File: config.mk
export PLATFORM = sky130hd
export DESIGN_NAME = ilv_prefetch
export DESIGN_NICKNAME = d
export VERILOG_FILES = /design/src/rtl/ilv_pkg.sv /design/src/rtl/ilv_word_fifo.sv /design/src/rtl/ilv_issue_ctl.sv /design/src/rtl/ilv_prefetch.sv
export SDC_FILE = /design/constraint.sdc
export NUM_CORES = 1
export LEC_CHECK = 0
export BUFFER_PORTS_ARGS = -buffer_cell sky130_fd_sc_hd__buf_2
export CORE_MARGIN = 2
export CORE_UTILIZATION = 60
export DETAILED_ROUTE_END_ITERATION = 16
export PLACE_DENSITY_LB_ADDON = 0.12
export SLEW_MARGIN = 0
export SYNTH_ARGS = -nofsm -noshare
export SYNTH_HDL_FRONTEND = slang
export SYNTH_SLANG_ARGS = --single-unit
File: constraint.sdc
create_clock -name clk -period 7.88 [get_ports clk]
set_input_delay 0.788 -clock clk [delete_from_list [all_inputs] [get_ports clk]]
set_output_delay 0.788 -clock clk [all_outputs]
set_load 0.05 [all_outputs]
File: src/rtl/ilv_pkg.sv
package ilv_pkg;
  // two banks, each answering a request two core cycles after it is issued
  localparam int unsigned NBANK    = 2;
  localparam int unsigned BANK_LAT = 2;
endpackage

File: src/rtl/ilv_word_fifo.sv
module ilv_word_fifo #(
  parameter int unsigned W     = 48,
  parameter int unsigned DEPTH = 4
) (
  input  logic                         clk,
  input  logic                         rst_n,
  input  logic                         push,
  input  logic [W-1:0]                 wdata,
  input  logic                         pop,
  input  logic                         flush,
  output logic [W-1:0]                 rdata,
  output logic                         empty,
  output logic [$clog2(DEPTH+1)-1:0]   count
);
  localparam int unsigned PW = (DEPTH > 1) ? $clog2(DEPTH) : 1;
  localparam int unsigned CW = $clog2(DEPTH + 1);
  localparam logic [PW-1:0] LAST = PW'(DEPTH - 1);
  localparam logic [CW-1:0] FULL = CW'(DEPTH);

  logic [DEPTH-1:0][W-1:0] slot_q;
  logic [PW-1:0] wr_q, wr_d, rd_q, rd_d;
  logic [CW-1:0] cnt_q, cnt_d;

  function automatic logic [PW-1:0] bump(input logic [PW-1:0] p);
    return (p == LAST) ? '0 : p + 1'b1;
  endfunction

  always_comb begin
    wr_d  = wr_q;
    rd_d  = rd_q;
    cnt_d = cnt_q;
    if (flush) begin
      wr_d  = '0;
      rd_d  = '0;
      cnt_d = '0;
    end else begin
      if (push) wr_d = bump(wr_q);
      if (pop)  rd_d = bump(rd_q);
      case ({push, pop})
        2'b10:   cnt_d = cnt_q + 1'b1;
        2'b01:   cnt_d = cnt_q - 1'b1;
        default: cnt_d = cnt_q;
      endcase
    end
  end

  always_ff @(posedge clk or negedge rst_n) begin
    if (!rst_n) begin
      wr_q  <= '0;
      rd_q  <= '0;
      cnt_q <= '0;
    end else begin
      wr_q  <= wr_d;
      rd_q  <= rd_d;
      cnt_q <= cnt_d;
    end
  end

  // storage words carry no reset; write enable spelled out
  always_ff @(posedge clk) begin
    if (push && !flush) slot_q[wr_q] <= wdata;
  end

  assign rdata = slot_q[rd_q];
  assign empty = (cnt_q == '0);
  assign count = cnt_q;

  assert_no_overflow_R7: assert property (@(posedge clk) disable iff (!rst_n)
    (push && !flush) |-> (cnt_q != FULL || pop));

  assert_cap_R7: assert property (@(posedge clk) disable iff (!rst_n)
    cnt_q <= FULL);
endmodule

File: src/rtl/ilv_issue_ctl.sv
module ilv_issue_ctl
  import ilv_pkg::*;
#(
  parameter int unsigned    AW        = 16,
  parameter int unsigned    DEPTH     = 4,
  parameter logic [AW-1:0]  RESET_VEC = '0
) (
  input  logic                        clk,
  input  logic                        rst_n,
  input  logic                        redir_vld,
  input  logic [AW-1:0]               redir_addr,
  input  logic [$clog2(DEPTH+1)-1:0]  fifo_count,
  output logic                        issue_vld,
  output logic [AW-1:0]               issue_addr,
  output logic                        ret_pend,
  output logic                        ret_live,
  output logic [AW-1:0]               ret_addr
);
  localparam int unsigned SW = $clog2(DEPTH + BANK_LAT + 1);
  localparam logic [SW-1:0] DEPTH_W = SW'(DEPTH);

  logic [AW-1:0] fpc_q, fpc_d;
  logic          ep_q, ep_d;
  logic [BANK_LAT-1:0]         sv_q, sv_d, sep_q, sep_d;
  logic [BANK_LAT-1:0][AW-1:0] sa_q, sa_d;
  logic          busy;
  logic [SW-1:0] occ;

  // the target bank is busy while an earlier access to it is still in its first cycle
  always_comb begin
    busy = 1'b0;
    for (int k = 0; k < int'(BANK_LAT) - 1; k++) begin
      if (sv_q[k] && (sa_q[k][0] == fpc_q[0])) busy = 1'b1;
    end
  end

  // buffered words plus live in-flight accesses must leave room for one more
  always_comb begin
    occ = SW'(fifo_count);
    for (int k = 0; k < int'(BANK_LAT); k++) begin
      occ = occ + SW'(sv_q[k] && (sep_q[k] == ep_q));
    end
  end

  assign issue_vld  = !redir_vld && !busy && (occ < DEPTH_W);
  assign issue_addr = fpc_q;

  always_comb begin
    fpc_d = fpc_q;
    ep_d  = ep_q;
    if (redir_vld) begin
      fpc_d = redir_addr;
      ep_d  = ~ep_q;
    end else if (issue_vld) begin
      fpc_d = fpc_q + 1'b1;
    end
    sv_d  = {sv_q[BANK_LAT-2:0], issue_vld};
    sep_d = {sep_q[BANK_LAT-2:0], ep_q};
    sa_d  = {sa_q[BANK_LAT-2:0], fpc_q};
  end

  always_ff @(posedge clk or negedge rst_n) begin
    if (!rst_n) begin
      fpc_q <= RESET_VEC;
      ep_q  <= 1'b0;
      sv_q  <= '0;
      sep_q <= '0;
      sa_q  <= '0;
    end else begin
      fpc_q <= fpc_d;
      ep_q  <= ep_d;
      sv_q  <= sv_d;
      sep_q <= sep_d;
      sa_q  <= sa_d;
    end
  end

  assign ret_pend = sv_q[BANK_LAT-1];
  assign ret_live = sv_q[BANK_LAT-1] && (sep_q[BANK_LAT-1] == ep_q);
  assign ret_addr = sa_q[BANK_LAT-1];

  assert_bank_gap_R3: assert property (@(posedge clk) disable iff (!rst_n)
    issue_vld |=> !(issue_vld && (issue_addr[0] == $past(issue_addr[0]))));

  assert_stale_drop_R9: assert property (@(posedge clk) disable iff (!rst_n)
    redir_vld |=> !ret_live);
endmodule

File: src/rtl/ilv_prefetch.sv
module ilv_prefetch
  import ilv_pkg::*;
#(
  parameter int unsigned   AW        = 16,
  parameter int unsigned   DW        = 32,
  parameter int unsigned   DEPTH     = 4,
  parameter logic [AW-1:0] RESET_VEC = 16'h0100
) (
  input  logic          clk,
  input  logic          rst_n,
  input  logic          redirect_vld,
  input  logic [AW-1:0] redirect_addr,
  output logic          out_valid,
  input  logic          out_ready,
  output logic [AW-1:0] out_addr,
  output logic [DW-1:0] out_data,
  output logic          even_req,
  output logic [AW-2:0] even_row,
  input  logic          even_rsp_vld,
  input  logic [DW-1:0] even_rsp_data,
  output logic          odd_req,
  output logic [AW-2:0] odd_row,
  input  logic          odd_rsp_vld,
  input  logic [DW-1:0] odd_rsp_data
);
  localparam int unsigned CW = $clog2(DEPTH + 1);
  localparam int unsigned EW = AW + DW;

  logic          issue_vld, ret_pend, ret_live;
  logic [AW-1:0] issue_addr, ret_addr;
  logic [CW-1:0] fifo_count;
  logic          push, pop, empty;
  logic [EW-1:0] rd_entry;
  logic [NBANK-1:0]         bank_req, bank_rsp_vld;
  logic [NBANK-1:0][DW-1:0] bank_rsp_data;

  ilv_issue_ctl #(.AW(AW), .DEPTH(DEPTH), .RESET_VEC(RESET_VEC)) u_issue (
    .clk        (clk),
    .rst_n      (rst_n),
    .redir_vld  (redirect_vld),
    .redir_addr (redirect_addr),
    .fifo_count (fifo_count),
    .issue_vld  (issue_vld),
    .issue_addr (issue_addr),
    .ret_pend   (ret_pend),
    .ret_live   (ret_live),
    .ret_addr   (ret_addr)
  );

  // bank select is the low word-address bit; the row is the remaining bits
  for (genvar b = 0; b < int'(NBANK); b++) begin : g_bank
    assign bank_req[b] = issue_vld && (issue_addr[0] == 1'(b));

    assert_rsp_align_R2: assert property (@(posedge clk) disable iff (!rst_n)
      bank_rsp_vld[b] == (ret_pend && (ret_addr[0] == 1'(b))));
  end

  assign even_req         = bank_req[0];
  assign odd_req          = bank_req[1];
  assign even_row         = issue_addr[AW-1:1];
  assign odd_row          = issue_addr[AW-1:1];
  assign bank_rsp_vld     = {odd_rsp_vld, even_rsp_vld};
  assign bank_rsp_data[0] = even_rsp_data;
  assign bank_rsp_data[1] = odd_rsp_data;

  assign push = ret_live && !redirect_vld;
  assign pop  = out_valid && out_ready;

  ilv_word_fifo #(.W(EW), .DEPTH(DEPTH)) u_fifo (
    .clk   (clk),
    .rst_n (rst_n),
    .push  (push),
    .wdata ({ret_addr, bank_rsp_data[ret_addr[0]]}),
    .pop   (pop),
    .flush (redirect_vld),
    .rdata (rd_entry),
    .empty (empty),
    .count (fifo_count)
  );

  assign out_valid = !empty;
  assign out_addr  = rd_entry[EW-1:DW];
  assign out_data  = rd_entry[DW-1:0];

  assert_flush_R8: assert property (@(posedge clk) disable iff (!rst_n)
    redirect_vld |=> !out_valid);

  assert_hold_R10: assert property (@(posedge clk) disable iff (!rst_n)
    (out_valid && !out_ready && !redirect_vld) |=>
      (out_valid && $stable(out_data) && $stable(out_addr)));
endmodule

==> flow_summary.yaml <==
sta:
  fmax_mhz: 260
  worst_pin_slew_ps: 1000
  rsz0062_at_grt: "false"
  finalSetupViolCount: 0
  fin_skew_ps: 10.1
  min_period_over_period_pct: 48.9
  fin_hold_ws_ps: 348
  fin_setup_tns_ps: 0
  hold_violations: 0
  slew-limit-headroom_pct: 33.2
  finalWorstSetupSlack_ps: 4030
  maxSlewViolCount: 0
  finalCriticalPeriod_ps: 3850
floorplanning:
  core_mm2: 0.0164
  die_area_mm2: 0.0176
  die_w_um: 133
  die_y_um: 133
  pin_count: 167
  rows: 47
  start_util_pct: 60.7
grt:
  grt_pass1_vias: 5225
  grt-ovfl-total: 0
  grt_usage_pct: 19.2
  antenna_found_initial: 0
  grt_start_max_net_pins: 61
  grt_pass1_wl_mm: 26.6
yosys:
  synth_area_mm2: 0.00995
  ys_ff_latch: 252
  ys.warnings.count: 0
  synth_area_per_cell_um2: 18.9
  ys_types: 45
  synth_fp_nets: 620
  postSynthCellCount: 526
  ys_seq_area_share_pct: 73.0
worst_setup_path:
  rrSetupSlack_ps: 5100
  crit_type: "reg2out"
  crit_arrival_ps: 3060
  crit_buf_inv: 2
  r2r-end: "u_issue.issue_addr[13]"
  cp-start-kind: "flip-flop"
  reg2regPathDepth: 9
  endpoint_kind: "primary output"
  slowest_stage: "dfrtp_1"
  cp_top_family: "simple AND/OR/NAND/NOR gates"
  r2r-start: "u_issue.ep_q"
  critPathLaunch: "u_issue.ep_q"
  path_max_fanout: 12
  cp_common_cell: "nand2_1"
  max_stage_delay_ps: 430
  path_cells: "xnor2_1 > nand2_1 > inv_2 > ha_1 > nand2_1 > a221oi_4 > nand3_2 > nor2_1 > and2_1 > buf_2"
  worstPathRequired_ps: 7090
worst_hold_path:
  holdPathStages: 0
  hold_end: "u_issue.ret_addr[3]"
  min_from: "u_issue.sa_d[19]"
  hold_class: "reg2reg"
clock_network:
  clk_pin_slew_ps: 60
  post_cts_buffers: 0
  h-tree-depth: 1
  cts_resized: 0
  tritoncts: "done"
  cts_root_buffer: "clkbuf_16"
  cts_made_buffers: 25
  hold_buffers: 0
  cts_sinks: 252
  clk_latency_ps: 500
  cts_buffer_depth: 3
detailed_routing:
  drc: 0
  wl_per_cell_um: 18.4
  drt_iter0_drc: 249
  drt_pass1_iterations: 4
  postRouteAntennaNets: 0
  via_per_inst: 5.65
  finalWirelength_mm: 16.8
  num_vias: 5141
placement:
  dp_slack_ps: 4550
  gp_congestion: 0.805
  port_buffers: 164
  dp_hpwl_mm: 9.87
job:
  drv_cap: 0
power_and_ir_drop:
  comb_power_share_pct: 28.9
  cellLeakagePower_nw: 4.26
  sequentialPowerShare_pct: 43.9
  p_int_mw: 2.73
  power_density_mw_per_mm2: 357
  p_sw_mw: 1.41
  clkPwrFrac_pct: 27.2
  peakVddDrop_mv: 0.248
  power.share.switching_pct: 34.1
finish:
  area_delta_synth_final_pct: 16.5
  final_nets: 766
  drive_gt1_share_pct: 43.8
  antenna_cells: 0
  n_fill_cell: 1071
run_status:
  status: "finished clean"
==> cells in the mapped netlist, drive strengths merged <==
| library cell | count | area, um^2 |
|---|---|---|
| a211oi | 1 | 7.51 |
| a21oi | 5 | 25.0 |
| a221o | 2 | 20.0 |
| a221oi | 1 | 26.3 |
| a31oi | 7 | 43.8 |
| and2 | 2 | 12.5 |
| and3 | 8 | 50.1 |
| and3b | 1 | 8.76 |
| and4 | 1 | 8.76 |
| and4b | 1 | 10.0 |
| buf | 42 | 283 |
| clkbuf | 9 | 33.8 |
| clkinv | 1 | 3.75 |
| dfrtp | 59 | 1480 |
| dfstp | 1 | 26.3 |
| edfxtp | 192 | 5770 |
| fa | 1 | 20.0 |
| ha | 7 | 87.6 |
| inv | 7 | 26.3 |
| mux2 | 32 | 360 |
| mux2i | 3 | 42.5 |
| mux4 | 48 | 1080 |
| nand2 | 16 | 60.1 |
| nand2b | 2 | 12.5 |
| nand3 | 5 | 30.0 |
| nand3b | 1 | 7.51 |
| nand4 | 10 | 62.6 |
| nor2 | 13 | 48.8 |
| nor2b | 4 | 25.0 |
| nor3 | 7 | 35.0 |
| nor4 | 1 | 6.26 |
| o21ai | 12 | 60.1 |
| o31a | 2 | 17.5 |
| o31ai | 2 | 15.0 |
| or3 | 7 | 43.8 |
| or4 | 2 | 15.0 |
| xnor2 | 5 | 43.8 |
| xor2 | 6 | 52.6 |
==> placed cells by master (no fill, tap or decap), drive strengths merged, types with 2 or more instances in the layout <==
cell type  instances
edfxtp           192
buf              170
dfrtp             59
mux4              48
clkbuf            38
mux2              32
nand2             16
nor2              13
o21ai             12
nand4             10
inv                8
and3               8
or3                7
nor3               7
a31oi              7
ha                 7
clkinv             7
xor2               6
xnor2              5
a21oi              5
nand3              5
nor2b              4
mux2i              3
and2               2
nand2b             2
o31ai              2
or4                2
o31a               2
a221o              2
==> per-stage QoR <==
step	power (mW)	instances	instance area, um^2	utilization [%]
detailed placement	3.05	865	10800	65.8
global placement	3.02	865	10800	65.8
global route	4.31	910	11600	70.7
finish	4.14	910	11600	70.7
CTS	4.18	910	11600	70.7
floorplan	2.81	526	9950	-
==> sequential cells by signal, summed over array words and instances (netlist names) <==
name and flops:
u_issue.sv_q 2, u_issue.sa_d 16, u_issue.ret_addr 16, u_issue.issue_addr 16, u_fifo.count 3, u_fifo.rd_q 2, u_issue.sep_q 2, u_fifo.wr_q 2
u_issue.ep_q 1, u_fifo.slot_q 192
==> layout make-up <==
| type | instances | area, um^2 | area share (%) |
|---|---|---|---|
| sequential | 252 | 7270 | 62.7 |
| multi-input combinational | 215 | 2340 | 20.2 |
| timing repair buffer | 170 | 866 | 7.46 |
| clock buffer | 38 | 776 | 6.69 |
| tap | 220 | 275 | 2.37 |
| clock inverter | 7 | 35.0 | 0.302 |
| inverter | 8 | 30.0 | 0.259 |
==> per-layer routing <==
layer	part of all wire, %	track usage [%]	up-vias
met1	42	25.7	2609
met5	0	0	-
li1	-	-	2334
met4	1.6	4.90	0
met3	5.7	2.87	24
met2	51	33.5	174
==> worst max path at each step <==
stage	to	slack [ps]	cells past startpoint
6_report	odd_req	4030	10
5_1_grt	odd_req	3730	10
4_1_cts	even_req	4010	9
3_5_place_dp	odd_req	4550	10
3_3_place_gp	odd_req	4620	10
2_1_floorplan	even_req	4000	10
==> power by group through the flow <==
stage          combinational [mW]  sequential [mW]  clock (mW)
6_report                     1.20             1.82        1.12
3_3_place_gp                 1.18             1.84           0
5_1_grt                      1.26             1.85        1.20
3_5_place_dp                 1.20             1.85           0
4_1_cts                      1.20             1.83        1.15
2_1_floorplan                1.08             1.74           0
==> kinds of logic after synthesis <==
| group | after synthesis | synth area share [%] |
|---|---|---|
| AO/OA/AOI/OAI | 32 | 2.16 |
| XOR/XNOR | 11 | 0.968 |
| adder cells (fa/ha/maj) | 8 | 1.08 |
| buffers and inverters | 59 | 3.48 |
| flip-flops | 252 | 73.0 |
| multiplexers | 83 | 14.9 |
| AND/OR/NAND/NOR | 81 | 4.39 |
No activity file was read; power rests on OpenSTA's default activity.
